### src/rtl/cmdreg_pkg.sv
package cmdreg_pkg;
  typedef enum logic [2:0] {
    M_READ     = 3'd0,
    M_ERS_SET  = 3'd1,
    M_ERASING  = 3'd2,
    M_ERS_VFY  = 3'd3,
    M_PRG_SET  = 3'd4,
    M_PROGRAM  = 3'd5,
    M_PRG_VFY  = 3'd6
  } mode_e;

  localparam logic [7:0] CMD_READ     = 8'h00;
  localparam logic [7:0] CMD_ERASE    = 8'h20;
  localparam logic [7:0] CMD_ERS_VFY  = 8'hA0;
  localparam logic [7:0] CMD_PROGRAM  = 8'h40;
  localparam logic [7:0] CMD_PRG_VFY  = 8'hC0;
  localparam logic [7:0] CMD_RESET    = 8'hFF;
endpackage

### src/rtl/cmdreg_strobe.sv
module cmdreg_strobe #(
  parameter int AW = 17,
  parameter int DW = 8
) (
  input  logic          clk,
  input  logic          rst_n,
  input  logic          ce_n,
  input  logic          we_n,
  input  logic [AW-1:0] addr,
  input  logic [DW-1:0] din,
  input  logic          accept_en,
  output logic          wr_evt,
  output logic [AW-1:0] wr_addr,
  output logic [DW-1:0] wr_data
);
  logic          we_q;
  logic          armed;
  logic [AW-1:0] fall_addr;
  logic          fall;
  logic          rise;
  logic          complete;

  assign fall     = we_q & ~we_n;
  assign rise     = ~we_q & we_n;
  assign complete = rise & armed & ~ce_n;

  always_ff @(posedge clk or negedge rst_n) begin
    if (!rst_n) begin
      we_q      <= 1'b1;
      armed     <= 1'b0;
      fall_addr <= '0;
      wr_evt    <= 1'b0;
      wr_addr   <= '0;
      wr_data   <= '0;
    end else begin
      we_q   <= we_n;
      wr_evt <= complete & accept_en;
      if (fall) begin
        armed <= ~ce_n;
      end else if (rise) begin
        armed <= 1'b0;
      end
      if (fall && !ce_n) begin
        fall_addr <= addr;
      end
      if (complete) begin
        wr_addr <= fall_addr;
        wr_data <= din;
      end
    end
  end


  wr_evt_edge_chk: assert property (@(posedge clk) disable iff (!rst_n)
    wr_evt |-> ($past(we_n) && !$past(ce_n)));
endmodule

### src/rtl/cmdreg_fsm.sv
module cmdreg_fsm
  import cmdreg_pkg::*;
#(
  parameter int DW = 8
) (
  input  logic          clk,
  input  logic          rst_n,
  input  logic          hv_ok,
  input  logic          wr_evt,
  input  logic [DW-1:0] wr_data,
  output mode_e         state,
  output logic          prog_start,
  output logic          erase_start,
  output logic          op_stop,
  output logic          ld_prog,
  output logic          ld_vfy
);
  mode_e st_q, st_d;
  logic  ff_q, ff_d;
  logic  ps_d, es_d, stop_d;
  logic  running;
  logic  is_ff;

  assign running = (st_q == M_PROGRAM) || (st_q == M_ERASING);
  assign is_ff   = (wr_data == DW'(CMD_RESET));
  assign state   = st_q;

  always_comb begin
    st_d    = st_q;
    ff_d    = ff_q;
    ps_d    = 1'b0;
    es_d    = 1'b0;
    stop_d  = 1'b0;
    ld_prog = 1'b0;
    ld_vfy  = 1'b0;
    if (!hv_ok) begin
      st_d   = M_READ;
      ff_d   = 1'b0;
      stop_d = running;
    end else if (wr_evt) begin
      ff_d   = is_ff;
      stop_d = running;
      if (is_ff && ff_q) begin
        st_d = M_READ;
      end else begin
        case (st_q)
          M_PRG_SET: begin
            st_d    = M_PROGRAM;
            ps_d    = 1'b1;
            ld_prog = 1'b1;
          end
          M_ERS_SET: begin
            if (wr_data == DW'(CMD_ERASE)) begin
              st_d = M_ERASING;
              es_d = 1'b1;
            end else begin
              st_d = M_READ;
            end
          end
          default: begin
            case (wr_data)
              DW'(CMD_READ):    st_d = M_READ;
              DW'(CMD_ERASE):   st_d = M_ERS_SET;
              DW'(CMD_PROGRAM): st_d = M_PRG_SET;
              DW'(CMD_PRG_VFY): st_d = M_PRG_VFY;
              DW'(CMD_ERS_VFY): begin
                st_d   = M_ERS_VFY;
                ld_vfy = 1'b1;
              end
              default:          st_d = running ? M_READ : st_q;
            endcase
          end
        endcase
      end
    end
  end

  always_ff @(posedge clk or negedge rst_n) begin
    if (!rst_n) begin
      st_q        <= M_READ;
      ff_q        <= 1'b0;
      prog_start  <= 1'b0;
      erase_start <= 1'b0;
      op_stop     <= 1'b0;
    end else begin
      st_q        <= st_d;
      ff_q        <= ff_d;
      prog_start  <= ps_d;
      erase_start <= es_d;
      op_stop     <= stop_d;
    end
  end


  prog_start_busy_chk: assert property (@(posedge clk) disable iff (!rst_n)
    prog_start |-> (st_q == M_PROGRAM));

  prog_start_single_chk: assert property (@(posedge clk) disable iff (!rst_n)
    prog_start |=> !prog_start);

  erase_from_setup_chk: assert property (@(posedge clk) disable iff (!rst_n)
    erase_start |-> ($past(st_q) == M_ERS_SET));

  stop_after_run_chk: assert property (@(posedge clk) disable iff (!rst_n)
    op_stop |-> (($past(st_q) == M_PROGRAM) || ($past(st_q) == M_ERASING)));

  supply_low_read_chk: assert property (@(posedge clk) disable iff (!rst_n)
    !hv_ok |=> (st_q == M_READ));
endmodule

### src/rtl/cmdreg_oplatch.sv
module cmdreg_oplatch #(
  parameter int AW = 17,
  parameter int DW = 8
) (
  input  logic          clk,
  input  logic          rst_n,
  input  logic          ld_prog,
  input  logic          ld_vfy,
  input  logic [AW-1:0] wr_addr,
  input  logic [DW-1:0] wr_data,
  output logic [AW-1:0] op_addr,
  output logic [DW-1:0] prog_data
);
  always_ff @(posedge clk or negedge rst_n) begin
    if (!rst_n) begin
      op_addr   <= '0;
      prog_data <= '1;
    end else begin
      if (ld_prog || ld_vfy) begin
        op_addr <= wr_addr;
      end
      if (ld_prog) begin
        prog_data <= wr_data;
      end
    end
  end


  addr_hold_chk: assert property (@(posedge clk) disable iff (!rst_n)
    (!$past(ld_prog) && !$past(ld_vfy)) |-> $stable(op_addr));
endmodule

### src/rtl/cmdreg_ctrl.sv
module cmdreg_ctrl
  import cmdreg_pkg::*;
#(
  parameter int AW = 17,
  parameter int DW = 8
) (
  input  logic          clk,
  input  logic          rst_n,
  input  logic          ce_n,
  input  logic          we_n,
  input  logic [AW-1:0] addr,
  input  logic [DW-1:0] din,
  input  logic          hv_ok,
  input  logic          lockout,
  output logic [2:0]    mode,
  output logic          verify_sel,
  output logic          prog_start,
  output logic          erase_start,
  output logic          op_stop,
  output logic          prog_busy,
  output logic          erase_busy,
  output logic [AW-1:0] op_addr,
  output logic [DW-1:0] prog_data
);
  logic [1:0]    rst_pipe;
  logic          rst_s_n;
  logic          wr_evt;
  logic [AW-1:0] wr_addr;
  logic [DW-1:0] wr_data;
  logic          ld_prog;
  logic          ld_vfy;
  mode_e         state;

  always_ff @(posedge clk or negedge rst_n) begin
    if (!rst_n) begin
      rst_pipe <= 2'b00;
    end else begin
      rst_pipe <= {rst_pipe[0], 1'b1};
    end
  end
  assign rst_s_n = rst_pipe[1];

  cmdreg_strobe #(.AW(AW), .DW(DW)) u_strobe (
    .clk       (clk),
    .rst_n     (rst_s_n),
    .ce_n      (ce_n),
    .we_n      (we_n),
    .addr      (addr),
    .din       (din),
    .accept_en (hv_ok & ~lockout),
    .wr_evt    (wr_evt),
    .wr_addr   (wr_addr),
    .wr_data   (wr_data)
  );

  cmdreg_fsm #(.DW(DW)) u_fsm (
    .clk         (clk),
    .rst_n       (rst_s_n),
    .hv_ok       (hv_ok),
    .wr_evt      (wr_evt),
    .wr_data     (wr_data),
    .state       (state),
    .prog_start  (prog_start),
    .erase_start (erase_start),
    .op_stop     (op_stop),
    .ld_prog     (ld_prog),
    .ld_vfy      (ld_vfy)
  );

  cmdreg_oplatch #(.AW(AW), .DW(DW)) u_oplatch (
    .clk       (clk),
    .rst_n     (rst_s_n),
    .ld_prog   (ld_prog),
    .ld_vfy    (ld_vfy),
    .wr_addr   (wr_addr),
    .wr_data   (wr_data),
    .op_addr   (op_addr),
    .prog_data (prog_data)
  );

  assign mode       = state;
  assign verify_sel = (state == M_ERS_VFY) || (state == M_PRG_VFY);
  assign prog_busy  = (state == M_PROGRAM);
  assign erase_busy = (state == M_ERASING);


  lockout_hold_chk: assert property (@(posedge clk) disable iff (!rst_s_n)
    ($past(lockout, 2) && $past(lockout) && $past(hv_ok)) |-> $stable(mode));

  verify_from_write_chk: assert property (@(posedge clk) disable iff (!rst_s_n)
    $rose(verify_sel) |-> $past(wr_evt));
endmodule

### config.mk
export PLATFORM = sky130hd
export DESIGN_NAME = cmdreg_ctrl
export DESIGN_NICKNAME = d
export VERILOG_FILES = /design/src/rtl/cmdreg_pkg.sv /design/src/rtl/cmdreg_strobe.sv /design/src/rtl/cmdreg_fsm.sv /design/src/rtl/cmdreg_oplatch.sv /design/src/rtl/cmdreg_ctrl.sv
export SDC_FILE = /design/constraint.sdc
export NUM_CORES = 1
export LEC_CHECK = 0
export ABC_AREA = 1
export BUFFER_PORTS_ARGS = -buffer_cell sky130_fd_sc_hd__buf_2
export CORE_MARGIN = 1.5
export CORE_UTILIZATION = 54
export DETAILED_ROUTE_END_ITERATION = 8
export PLACE_DENSITY = 0.77
export REMOVE_ABC_BUFFERS = 1
export SETUP_SLACK_MARGIN = 0.5
export SYNTH_ARGS = -nofsm -noshare
export SYNTH_HDL_FRONTEND = slang
export SYNTH_SLANG_ARGS = --single-unit
### constraint.sdc
create_clock -name clk -period 3 [get_ports clk]
set_input_delay 0.45 -clock clk [delete_from_list [all_inputs] [get_ports clk]]
set_output_delay 0.45 -clock clk [all_outputs]
set_load 0.01 [all_outputs]
==> flow_summary.yaml <==
clock_tree:
  clock_latency_ps: 340
  cts_sinks: 79
  cts-htree-levels: 3
  root_buffer: "clkbuf_8"
  tritoncts: "done"
  cts_inserted_buffers: 9
  cts_buffer_depth: 2
  cts_setup_buffers: 0
  clk_pin_slew_ps: 80
synthesis:
  ys_seq_area_share_pct: 60.7
  syn_inst: 371
  synthDistinctLibCells: 25
  syn_area_per_cell_um2: 8.83
  yosys_register_bits: 79
  synth_flop_cell: "dfrtp_1"
  synth.area.top_cells: "dfrtp_1 (53%), nand2_1 (11%), dfstp_2 (7.2%), nor2_1 (5.0%), nand3_1 (4.9%)"
  synth_top_area_share_pct: 53.5
  synth-edff-count: 0
  synth_area_um2: 3270
  yosys_warnings: 0
  synth-async-reset-ratio_pct: 100
  yosysTopAreaCell: "dfrtp_1"
die:
  fp-row-count: 28
  io_pins: 65
  core_region_area_um2: 5890
  die_area_um2: 6540
  start_util_pct: 55.6
  die_w_um: 80.9
  die_height_um: 80.9
routing:
  wl_met1_um: 2840
  wl_per_cell_um: 12.3
  antenna_left: 0
  wl_met2_um: 3060
  routed_via_density: 5.03
  via_count: 2600
  wl_met3_um: 367
  drc_errors: 0
  dr.pass1.iters: 4
  top_layer: "met4"
  wl_um: 6340
  drt_iter0_markers: 110
setup_path:
  critPathKind: "register to register"
  path_delay_family: "simple AND/OR/NAND/NOR gates"
  worstPathCellList: "inv_1 > nand2_1 > nand3_1 > inv_2 > o21ai_4 > nand2_4 > nand2_1 > nand2_1"
  timing.rr.start: "u_fsm.state[2]"
  regToRegSetupSlack_ps: 1150
  end_kind: "register"
  reg2reg_to: "u_oplatch.op_addr[1]"
  slowest_stage: "o21ai_4"
  crit_required_ps: 3230
  worstRegToRegCells: 8
  path_buf_inv: 2
  path_max_fanout: 18
  slowest_delay_ps: 470
  crit_path_frequent_cell: "nand2_1"
  critPathLaunchType: "register"
  cp.arrival_ps: 2090
final_layout:
  layout-drive-gt1-share_pct: 23.3
  final_cell_mix: "nand2_1 (97), dfrtp_1 (69), buf_2 (64)"
  syn_to_final_growth_pct: 17.9
  diodes: 0
  final_common_cell: "nand2_1"
  fillers: 510
  layout.nets: 470
  fin_util_pct: 65.6
sta:
  tightest_slew_ps: 948
  rsz0062_at_grt: "no"
  setup_viol: 0
  layout_min_cycle_time_ps: 1850
  fin_skew_ps: 5.02
  finalSetupTns_ps: 0
  slew_headroom_pct: 36.8
  hold_viol_final: 0
  final_max_slew_viol_count: 0
  period_share_pct: 61.8
  max_freq_mhz: 540
placed_design:
  io_buffers: 64
  globalplace.congestion: 0.872
  hpwlAfterDp_um: 4400
global_routing:
  grt-ovfl-total: 0
  grt_max_degree: 78
  grt_pass1_vias: 2520
  grt_pass1_wl_um: 10600
  grtUsageTotal_pct: 21.5
  antenna_found_initial: 0
worst_hold_path:
  hold_depth: 1
  hp-class: "primary input to register"
  min_to: "u_strobe.we_q"
  hp-start: "we_n"
pwr:
  ir_drop_uv: 356
  leakage_nw: 2.17
  p_per_area_nw_per_um2: 604
flow_run:
  cap_violations: 0
outcome:
  status: "finished clean"
-- worst max-delay path by stage --
stage              startpoint              endpoint  slack [ps]  cells past startpoint
6_report       u_fsm.state[2]  u_oplatch.op_addr[1]        1150                      8
5_1_grt        u_fsm.state[0]  u_oplatch.op_addr[2]         950                      8
4_1_cts        u_fsm.state[0]  u_oplatch.op_addr[1]        1120                      8
3_5_place_dp             we_n   u_strobe.wr_addr[1]        1020                      6
3_3_place_gp             we_n   u_strobe.wr_addr[1]        1070                      6
2_1_floorplan     rst_pipe[1]     u_fsm.erase_start         650                      0
-- area by class of cell --
class	instances	area [µm²]	share of cell area (%)
timing repair buffer	67	345	8.95
sequential	79	1990	51.6
inverter	39	146	3.79
multi-input combinational	241	1080	28.1
clock inverter	5	57.6	1.49
clock buffer	11	141	3.66
tap	75	93.8	2.43
-- sequential cells by signal, summed over array words and instances (netlist names), 2 cells and up --
name and count:
u_strobe.wr_addr 17, u_oplatch.op_addr 17, u_strobe.wr_data 8, u_oplatch.prog_data 8, rst_pipe 2, u_fsm.state 3, u_strobe.fall_addr 17
-- per-layer routing --
| layer | track usage (%) | vias up |
|---|---|---|
| li1 | - | 1301 |
| met1 | 25.5 | 1223 |
| met2 | 37.3 | 68 |
| met3 | 7.19 | 8 |
| met4 | 6.38 | 0 |
| met5 | 0 | - |
-- cell families after synthesis --
kind of cell | synth area share (%)
buf+inv | 6.34
mux | 0.344
other cells | 0.115
compound gates | 8.90
simple gates | 22.8
fa+ha+maj | 0.764
flops | 60.7
-- where the power goes --
group,switching (mW),internal [mW],total [mW]
clock network,0.380,0.408,0.787
registers,0.106,1.21,1.32
logic,0.133,0.0952,0.228
-- through the flow --
stage	hold slack [ps]	cells	setup WS, ps	area [µm²]	power [mW]
after floorplan	154	359	653	3210	1.48
after global placement	235	500	1070	3650	1.55
after detailed placement	244	500	1020	3650	1.57
after CTS	204	517	1120	3860	2.35
after global routing	201	517	954	3860	2.46
final	221	517	1150	3860	2.33
-- cells in the mapped netlist, drive strengths merged (2+ instances only) --
cell and instances:
a21oi 27, buf 4, clkbuf 8, dfrtp 70
dfstp 9, ha 2, inv 39, nand2 99
nand3 33, nor2 46, o21ai 29
-- repair_timing --
action | in CTS | in global routing
gates resized for setup | 0 | 0
hold buffers | 1 | 0
hold endpoints to repair | 2 | 0
Power figures use the tool's default switching activity.
